==> src/rtl/rxf_pkg.sv <==
package rxf_pkg;

  typedef struct packed {
    logic       brk;
    logic       ferr;
    logic       perr;
    logic [7:0] data;
  } rx_entry_t;

  localparam logic [3:0] ISR_NONE = 4'b0001;
  localparam logic [3:0] ISR_RDA  = 4'b0100;
  localparam logic [3:0] ISR_CTO  = 4'b1100;

  localparam int TMO_W = 6;

  function automatic logic [4:0] trig_level(input logic [1:0] sel);
    case (sel)
      2'b00:   return 5'd1;
      2'b01:   return 5'd4;
      2'b10:   return 5'd8;
      default: return 5'd14;
    endcase
  endfunction

  // four bit periods per data bit plus twelve, data bits = 5 + sel
  function automatic logic [TMO_W-1:0] tmo_limit(input logic [1:0] sel);
    return TMO_W'(32) + TMO_W'({sel, 2'b00});
  endfunction

endpackage

==> src/rtl/rxf_store.sv <==
module rxf_store
  import rxf_pkg::*;
#(
  parameter int DEPTH = 16,
  parameter int AW    = $clog2(DEPTH),
  parameter int CW    = $clog2(DEPTH + 1)
) (
  input  logic      clk,
  input  logic      rst,
  input  logic      clr,
  input  logic      push,
  input  rx_entry_t wr_entry,
  input  logic      pop,
  output rx_entry_t head,
  output logic [CW-1:0] count,
  output logic      push_ok,
  output logic      pop_ok
);

  localparam logic [CW-1:0] FULL = CW'(DEPTH);

  rx_entry_t mem [DEPTH];
  logic [AW-1:0] wr_ptr;
  logic [AW-1:0] rd_ptr;

  assign pop_ok  = pop && (count != '0) && !clr;
  assign push_ok = push && !clr && ((count != FULL) || pop_ok);

  // storage without reset so a RAM primitive can be inferred
  always_ff @(posedge clk) begin
    if (push_ok) mem[wr_ptr] <= wr_entry;
  end

  assign head = mem[rd_ptr];

  always_ff @(posedge clk) begin
    if (rst || clr) begin
      wr_ptr <= '0;
      rd_ptr <= '0;
      count  <= '0;
    end else begin
      if (push_ok) wr_ptr <= (wr_ptr == AW'(DEPTH - 1)) ? '0 : wr_ptr + 1'b1;
      if (pop_ok)  rd_ptr <= (rd_ptr == AW'(DEPTH - 1)) ? '0 : rd_ptr + 1'b1;
      case ({push_ok, pop_ok})
        2'b10:   count <= count + 1'b1;
        2'b01:   count <= count - 1'b1;
        default: count <= count;
      endcase
    end
  end

endmodule

==> src/rtl/rxf_timeout.sv <==
module rxf_timeout
  import rxf_pkg::*;
(
  input  logic       clk,
  input  logic       rst,
  input  logic       restart,
  input  logic       nonempty,
  input  logic       bit_tick,
  input  logic [1:0] word_sel,
  output logic       expired
);

  logic [TMO_W-1:0] cnt;
  logic [TMO_W-1:0] last;

  assign last = tmo_limit(word_sel) - 1'b1;

  always_ff @(posedge clk) begin
    if (rst || restart || !nonempty) begin
      cnt     <= '0;
      expired <= 1'b0;
    end else if (bit_tick && !expired) begin
      if (cnt == last) begin
        expired <= 1'b1;
      end else begin
        cnt <= cnt + 1'b1;
      end
    end
  end

endmodule

==> src/rtl/rxf_status.sv <==
module rxf_status
  import rxf_pkg::*;
#(
  parameter int CW = 5
) (
  input  logic          clk,
  input  logic          rst,
  input  logic          clr,
  input  logic [CW-1:0] level,
  input  logic [1:0]    trig_sel,
  input  logic          expired,
  input  logic          push_err,
  input  logic          pop_ok,
  output logic [3:0]    irq_status,
  output logic          irq,
  output logic          rxrdy_n,
  output logic          data_ready,
  output logic          fifo_err
);

  logic trig_hit;
  logic rdy_act;

  assign trig_hit = (level >= CW'(trig_level(trig_sel)));
  assign rxrdy_n  = ~rdy_act;

  always_ff @(posedge clk) begin
    if (rst) begin
      irq_status <= ISR_NONE;
      irq        <= 1'b0;
      rdy_act    <= 1'b0;
      data_ready <= 1'b0;
    end else begin
      data_ready <= (level != '0);
      if (trig_hit) begin
        irq_status <= ISR_RDA;
        irq        <= 1'b1;
      end else if (expired) begin
        irq_status <= ISR_CTO;
        irq        <= 1'b1;
      end else begin
        irq_status <= ISR_NONE;
        irq        <= 1'b0;
      end
      if (level == '0)             rdy_act <= 1'b0;
      else if (trig_hit || expired) rdy_act <= 1'b1;
    end
  end

  always_ff @(posedge clk) begin
    if (rst || clr)    fifo_err <= 1'b0;
    else if (push_err) fifo_err <= 1'b1;
    else if (pop_ok)   fifo_err <= 1'b0;
  end

endmodule

==> src/rtl/rx_fifo_timeout.sv <==
module rx_fifo_timeout
  import rxf_pkg::*;
#(
  parameter int DEPTH = 16,
  parameter int CW    = $clog2(DEPTH + 1)
) (
  input  logic          clk,
  input  logic          rst,
  input  logic          char_valid,
  input  logic [7:0]    char_data,
  input  logic          char_perr,
  input  logic          char_ferr,
  input  logic          char_brk,
  input  logic          bit_tick,
  input  logic [1:0]    word_sel,
  input  logic [1:0]    trig_sel,
  input  logic          fifo_clr,
  input  logic          rd_en,
  output logic [7:0]    rd_data,
  output logic          rd_perr,
  output logic          rd_ferr,
  output logic          rd_brk,
  output logic [CW-1:0] level,
  output logic          data_ready,
  output logic          fifo_err,
  output logic          irq,
  output logic [3:0]    irq_status,
  output logic          rxrdy_n
);

  localparam int AW = $clog2(DEPTH);

  rx_entry_t wr_entry;
  rx_entry_t head;
  logic      push_ok;
  logic      pop_ok;
  logic      expired;
  logic      push_err;

  assign wr_entry = '{brk: char_brk, ferr: char_ferr, perr: char_perr, data: char_data};
  assign push_err = push_ok && (char_perr || char_ferr || char_brk);

  rxf_store #(.DEPTH(DEPTH), .AW(AW), .CW(CW)) u_store (
    .clk      (clk),
    .rst      (rst),
    .clr      (fifo_clr),
    .push     (char_valid),
    .wr_entry (wr_entry),
    .pop      (rd_en),
    .head     (head),
    .count    (level),
    .push_ok  (push_ok),
    .pop_ok   (pop_ok)
  );

  rxf_timeout u_tmo (
    .clk      (clk),
    .rst      (rst),
    .restart  (push_ok || pop_ok || fifo_clr),
    .nonempty (level != '0),
    .bit_tick (bit_tick),
    .word_sel (word_sel),
    .expired  (expired)
  );

  rxf_status #(.CW(CW)) u_status (
    .clk        (clk),
    .rst        (rst),
    .clr        (fifo_clr),
    .level      (level),
    .trig_sel   (trig_sel),
    .expired    (expired),
    .push_err   (push_err),
    .pop_ok     (pop_ok),
    .irq_status (irq_status),
    .irq        (irq),
    .rxrdy_n    (rxrdy_n),
    .data_ready (data_ready),
    .fifo_err   (fifo_err)
  );

  assign rd_data = head.data;
  assign rd_perr = head.perr;
  assign rd_ferr = head.ferr;
  assign rd_brk  = head.brk;

endmodule

==> config.mk <==
export PLATFORM = sky130hd
export DESIGN_NAME = rx_fifo_timeout
export DESIGN_NICKNAME = d
export VERILOG_FILES = /design/src/rtl/rxf_pkg.sv /design/src/rtl/rxf_store.sv /design/src/rtl/rxf_timeout.sv /design/src/rtl/rxf_status.sv /design/src/rtl/rx_fifo_timeout.sv
export SDC_FILE = /design/constraint.sdc
export NUM_CORES = 1
export LEC_CHECK = 0
export ABC_AREA = 1
export CORE_AREA = 4 4 133 135
export CTS_CLUSTER_SIZE = 16
export DETAILED_ROUTE_END_ITERATION = 7
export DIE_AREA = 0 0 137 139
export GPL_ROUTABILITY_DRIVEN = 0
export GPL_TIMING_DRIVEN = 0
export PLACE_DENSITY_LB_ADDON = 0.15
export SLEW_MARGIN = 25
export SYNTH_ARGS = -nofsm -noshare
export SYNTH_HDL_FRONTEND = slang
export SYNTH_HIERARCHICAL = 1
export SYNTH_SLANG_ARGS = --single-unit
==> constraint.sdc <==
create_clock -name clk -period 2.1 [get_ports clk]
set_input_delay 0.42 -clock clk [delete_from_list [all_inputs] [get_ports clk]]
set_output_delay 0.42 -clock clk [all_outputs]
set_load 0.02 [all_outputs]
==> results of run 1 <==
synthesized netlist by cell type (all sizes together):
master	count	area share
edfxtp	176	0.59
inv	135	0.057
nand2	103	0.044
nand3	89	0.051
nor2	64	0.028
a21oi	58	0.033
o21ai	55	0.031
o211ai	44	0.037
dfxtp	30	0.067
buf	25	0.020
clkbuf	14	0.0059
ha	14	0.020
xor2	4	0.0039
nor3	3	0.0017
nand3b	2	0.0017
and2	1	0.00070
conb	1	0.00042
fa	1	0.0022
nor3b	1	0.0021
stage by stage:
step                      hold slack [ns]  setup TNS [ns]  setup slack [ns]  instance area (µm²)  power (mW)
after global placement             0.4672         -140.04            -1.425                 9620       5.006
after floorplan                    0.4480               0           0.03668                 8915       4.786
after global routing               0.3904          -4.556           -0.4861                10940       9.067
after CTS                          0.3586          -3.683           -0.3737                10650       8.818
final                              0.3653          -4.080           -0.4040                10940       8.788
after detailed placement           0.4722         -111.04           -0.7826                 9657       5.019
layer usage:
layer	track usage	part of all wire
met1	0.3233	0.38
met2	0.4172	0.50
met3	0.04390	0.080
met4	0.08561	0.038
met5	0	0
final cells by class:
class / count / area (µm²) / area share
inverter: 135 / 511.7 / 0.04678
clock buffer: 26 / 554.3 / 0.05067
multi-input combinational: 440 / 2544 / 0.2325
timing repair buffer: 65 / 653.1 / 0.05971
clock inverter: 10 / 146.4 / 0.01338
buffer: 39 / 349.1 / 0.03191
tap: 220 / 275.3 / 0.02516
sequential: 206 / 5906 / 0.5399
report_power, final:
group / switching, mW / internal, mW
clock: 1.44 / 2.35
sequential: 0.0175 / 4.46
combinational: 0.319 / 0.198
worst min path at each step:
stage,cells after the start,startpoint,slack (ns),to
2_1_floorplan,2,u_tmo/expired,0.45,u_status/irq_status[3]
3_3_place_gp,2,u_status/rdy_act,0.47,u_status/rdy_act
3_5_place_dp,2,u_status/rdy_act,0.47,u_status/rdy_act
4_1_cts,2,fifo_clr,0.36,u_status/fifo_err
5_1_grt,2,fifo_clr,0.39,u_status/fifo_err
6_report,2,fifo_clr,0.37,u_status/fifo_err
registers in the layout, indices dropped and copies added (netlist names), 3 cells and up, named ones only:
register,flops
u_store/count,5
u_tmo/cnt,6
u_store/rd_ptr,4
u_store/wr_ptr,4
u_status/irq_status,3
u_store/mem,176
cells by family after synthesis:
group,Yosys count,share of synthesized area
simple gates,263,0.1298
flops,206,0.6602
buf+inv,174,0.08239
compound gates,157,0.1013
fa+ha+maj,15,0.02190
xor+xnor,4,0.003929
other cells,1,0.0004206
timing repair:
| action | CTS | global route |
|---|---|---|
| endpoints found under the setup margin | 166 | 117 |
| setup buffers | 4 | 14 |
| pin swaps | 53 | 51 |
| gates cloned | 2 | 1 |
| resized for setup | 139 | 63 |
| endpoints found under the hold margin | 0 | 0 |
cell usage in the layout (no fill, tap or decap), types with 9 or more instances in the layout:
cell type and n:
o21ai_1 12, nand3_1 80, nor2_1 43, clkbuf_16 22
ha_1 13, buf_4 22, o21ai_0 39, edfxtp_1 176
nand2_2 13, buf_6 19, dfxtp_1 24, nand3_2 9
inv_1 132, clkbuf_1 10, clkdlybuf4s50_1 31, a21oi_2 9
o211ai_1 44, nor2_4 16, nand2_1 89, a21oi_1 49
==> out/metrics.csv, run 1 <==
stage,metric,value,unit
setup_path,path_buf_inv,4,
die,pin_count,45,
route,first_iter_violations,734,
timing,relSlewSlack,0.4344,
timing,slew_violations,0,
run_status,violations,negative setup slack,
setup_path,path_class,reg -> out,
grt,overflow,0,
logic_synthesis,syn_nets,856,
setup_path,r2r_end,u_store/count[4],
final_layout,synthToLayoutAreaGrowth,22.71,%
timing,period_share,1.192,
setup_path,max_stage_delay,0.38,ns
route,vias,6489,
hold_path,hold_class,in -> reg,
grt,grtUsageTotal,0.2479,
setup_path,rrSetupSlack,0.11,ns
setup_path,slowest_stage,dfxtp_4,
route,final_antenna_net_count,0,
die,initial_core_util,0.5414,
place,placed_cells,1085,
setup_path,endpoint_kind,output pin,
route,via_per_inst,5.687,
clock_tree,cts_hold_buf,0,
run,max-cap-violations,0,
die,coreArea,16470,µm²
clock_tree,cts_root_buffer,clkbuf_16,
logic_synthesis,synthCells,820,
clock_tree,cts_tree,yes,
clock_tree,clk_pin_slew_worst_paths,0.06,ns
timing,setup_slack,-0.4040,ns
clock_tree,cts-htree-levels,1,
setup_path,cp.required,1.68,ns
logic_synthesis,seq_area_frac_synth,0.6602,
setup_path,path_cells,"buf_8, buf_12, buf_12, o211ai_1, nand3_1, nand3_1, nand2_2, buf_6",
grt,grt_pass1_wl,35.80,mm
grt,grt_max_degree,18,
die,rows,47,
timing,setup_viol,11,
power_and_ir_drop,ir_drop,0.7031,mV
grt,grt_pass1_vias,6275,
setup_path,r2r_cells,15,
power_and_ir_drop,p_leak,4.076,nW
final_layout,nFillCells,1208,
run_status,status,"finished, violations left",
clock_tree,ctsLongestPathBuffers,3,
setup_path,crit_path_end,rd_data[3],
final_layout,fin_cells,1141,
logic_synthesis,synth_seq_cells,206,
setup_path,critPathTopFamily,buffers and inverters,
die,fp.dieH,139,µm
place,place_hpwl,15.16,mm
route,dr.pass1.iters,5,
timing,worstMarginPinSlew,0.8458,ns
power_and_ir_drop,power_density,803.3,nW/µm²
final_layout,nets,944,
logic_synthesis,synth_cell_types,28,
setup_path,cp_num_cells,8,
route,drc,0,
clock_tree,insertion_delay,0.48,ns
setup_path,reg2reg_from,u_store/count[0],
place,port_buffers,43,
final_layout,diodes,0,
setup_path,arrival,2.08,ns
route,drt_wl_total,23.54,mm
timing,skew,0.007575,ns
logic_synthesis,synth_warnings,6,
timing,final-hold-violation-count,0,
final_layout,drive_gt1_frac,0.1781,
setup_path,crit_path_start_kind,flop,
logic_synthesis,synth_area,8915,µm²
timing,fmax,399.4,MHz
die,dieArea,19040,µm²
logic_synthesis,syn_area_per_cell,10.87,µm²
route,wire_per_inst,20.63,µm
final_layout,fin_util,0.6644,
grt,antenna_found_initial,0,
timing,rsz0062_at_grt,true,
timing,min_period,2.504,ns
clock_tree,cts_made_buffers,21,
die,die_w,137,µm
clock_tree,clkSinkCount,206,
setup_path,cp_max_fo,6,
(Power assumes the default switching activity.)
==> run 2: changes to the inputs <==
CTS_CLUSTER_SIZE = 12   (was 16)
==> out/metrics.csv, run 2 (synthesis gave the netlist of run 1 again) <==
stage,metric,value,unit,change
run_status,status,"finished, violations left",,unchanged
run_status,violations,negative setup slack,,unchanged
final_layout,largestRegisters,"u_store/mem (176), u_tmo/cnt (6), u_store/count (5)",,unchanged
route,via_per_inst,5.689,,was 5.687
clock_tree,clk_pin_slew_worst_paths,0.06,ns,about the same
final_layout,fin_cells,1143,,was 1141
setup_path,path_class,reg -> out,,unchanged
timing,fmax,398.1,MHz,was 399.4 MHz
grt,grt_pass1_wl,36.16,mm,was 35.80 mm
power_and_ir_drop,swShare,0.2109,,was 0.2020
clock_tree,clkSinkCount,206,,unchanged
die,die_w,137,µm,unchanged
die,rows,47,,unchanged
final_layout,final_cell_mix,"edfxtp_1 (176), inv_1 (132), nand2_1 (82)",,"was edfxtp_1 (176), inv_1 (132), nand2_1 (89)"
place,placed_cells,1085,,unchanged
setup_path,critPathTopFamily,buffers and inverters,,unchanged
timing,rsz0062_at_grt,true,,unchanged
grt,grt_pass1_vias,6313,,was 6275
timing,relSlewSlack,0.4329,,was 0.4344
setup_path,rrSetupSlack,0.11,ns,about the same
final_layout,largest_reg_flops,176,,unchanged
timing,period_share,1.196,,was 1.192
route,wire_per_inst,20.59,µm,was 20.63 µm
power_and_ir_drop,clkPwrFrac,0.411,,was 0.432
power_and_ir_drop,power_density,772.7,nW/µm²,was 803.3 nW/µm²
setup_path,crit_path_start_kind,flop,,unchanged
timing,min_period,2.512,ns,was 2.504 ns
setup_path,cp_max_fo,8,,was 6
route,drt_wl_total,23.54,mm,about the same
timing,final-hold-violation-count,0,,unchanged
route,final_antenna_net_count,0,,unchanged
route,vias,6503,,was 6489
die,pin_count,45,,unchanged
setup_path,arrival,2.09,ns,was 2.08 ns
timing,worstMarginPinSlew,0.8480,ns,was 0.8458 ns
die,fp.dieH,139,µm,unchanged
route,first_iter_violations,633,,was 734
grt,overflow,0,,unchanged
route,drc,0,,unchanged
hold_path,min_from,fifo_clr,,unchanged
grt,grtUsageTotal,0.2501,,was 0.2479
clock_tree,cts_made_buffers,22,,was 21
power_and_ir_drop,p_leak,4.101,nW,was 4.076 nW
timing,setup_slack,-0.4118,ns,was -0.4040 ns
die,coreArea,16470,µm²,unchanged
setup_path,r2r_end,u_store/count[4],,unchanged
setup_path,cp.required,1.68,ns,about the same
clock_tree,cts_hold_buf,0,,unchanged
route,dr.pass1.iters,5,,unchanged
grt,grt_max_degree,18,,unchanged
setup_path,slowest_stage,dfxtp_4,,unchanged
setup_path,endpoint_kind,output pin,,unchanged
setup_path,path_cells,"buf_8, buf_12, buf_12, buf_4, o211ai_1, nand3_1, nand3_1, nand2_2, buf_6",,"was buf_8, buf_12, buf_12, o211ai_1, nand3_1, nand3_1, nand2_2, buf_6"
final_layout,drive_gt1_frac,0.1853,,was 0.1781
timing,setup_viol,11,,unchanged
final_layout,nets,947,,was 944
hold_path,hold_end,u_status/fifo_err,,unchanged
place,dp_worst_setup_slack,-0.7826,ns,unchanged
setup_path,r2r_cells,13,,was 15
clock_tree,cts-htree-levels,1,,unchanged
clock_tree,cts_root_buffer,clkbuf_16,,unchanged
die,dieArea,19040,µm²,unchanged
power_and_ir_drop,switchingPower,1.793,mW,was 1.775 mW
die,initial_core_util,0.5414,,unchanged
final_layout,synthToLayoutAreaGrowth,23.38,%,was 22.71%
clock_tree,ctsLongestPathBuffers,3,,unchanged
place,place_hpwl,15.16,mm,unchanged
power_and_ir_drop,power,8.499,mW,was 8.788 mW
power_and_ir_drop,combinationalPowerShare,0.062,,was 0.059
setup_path,path_buf_inv,5,,was 4
final_layout,layout_commonest_cell,edfxtp_1,,unchanged
run,max-cap-violations,0,,unchanged
clock_tree,cts_tree,yes,,unchanged
place,port_buffers,43,,unchanged
hold_path,whs_path_depth,2,,unchanged
setup_path,reg2reg_from,u_store/count[0],,unchanged
power_and_ir_drop,ir_drop,0.6589,mV,was 0.7031 mV
timing,skew,0.01113,ns,was 0.007575 ns
final_layout,diodes,0,,unchanged
final_layout,nFillCells,1187,,was 1208
power_and_ir_drop,p_int,6.706,mW,was 7.013 mW
final_layout,regMostFlops,u_store/mem,,unchanged
clock_tree,insertion_delay,0.50,ns,was 0.48 ns
hold_path,hold_class,in -> reg,,unchanged
power_and_ir_drop,p_seq_frac,0.527,,was 0.510
grt,antenna_found_initial,0,,unchanged
timing,slew_violations,0,,unchanged
setup_path,max_stage_delay,0.37,ns,was 0.38 ns
[run 2: cell count changes in the layout (fill, tap and decap cells not counted), sizes merged]
| cell | change |
|---|---|
| clkbuf | +8 |
| bufinv | -4 |
| clkinv | -4 |
| bufbuf | +1 |
| inv | +1 |
[run 2: final cells by class]
cell class                      instances  area [µm²]  area share
Sequential cell                       206        5906      0.5369
Multi-Input combinational cell        440        2555      0.2323
Timing Repair Buffer                   68       760.7     0.06916
Clock buffer                           33       623.1     0.05665
Inverter                              135       511.7     0.04652
Buffer                                 38       350.3     0.03185
Tap cell                              220       275.3     0.02503
Clock inverter                          3       17.52    0.001593
[run 2: how the worst max path moves through the flow]
stage	start	to	slack [ns]	cells after the start
global placement	fifo_clr	u_store/mem[7][0]	-1.43	4
global route	flop	rd_data[3]	-0.46	8
CTS	flop	rd_data[3]	-0.37	8
floorplan	u_store/count[0]	u_store/count[4]	0.04	15
detailed placement	fifo_clr	u_store/mem[11][9]	-0.78	6
finish	flop	rd_brk	-0.41	9
[run 2: stage by stage]
stage               utilization  TNS, ns  cell area (µm²)  hold WS, ns
global route             0.6680   -4.837            11000       0.3975
finish                   0.6680   -3.975            11000       0.3698
detailed placement       0.5865  -111.04             9657       0.4722
CTS                      0.6548   -3.589            10780       0.3542
global placement         0.5843  -140.04             9620       0.4672
floorplan                     -        0             8915       0.4480
[run 2: per-layer routing]
layer	wire, µm	track usage
met4	1005	0.08403
met3	1928	0.04209
met1	8955	0.3297
met5	0	0
met2	11650	0.4201
[run 2: timing repair]
action,in CTS,in global routing
endpoints found under the hold margin,0,0
cloned,5,1
endpoints found under the setup margin,168,73
setup buffers,6,11
pin swaps,71,27
gates resized for setup,173,40
[run 2: power by group through the flow]
| stage | Clock, mW | Combinational (mW) | Sequential [mW] |
|---|---|---|---|
| 6_report | 3.49 | 0.528 | 4.48 |
| 5_1_grt | 3.74 | 0.570 | 4.48 |
| 4_1_cts | 3.54 | 0.499 | 4.48 |
| 3_5_place_dp | 0 | 0.449 | 4.57 |
| 3_3_place_gp | 0 | 0.438 | 4.57 |
| 2_1_floorplan | 0 | 0.211 | 4.58 |
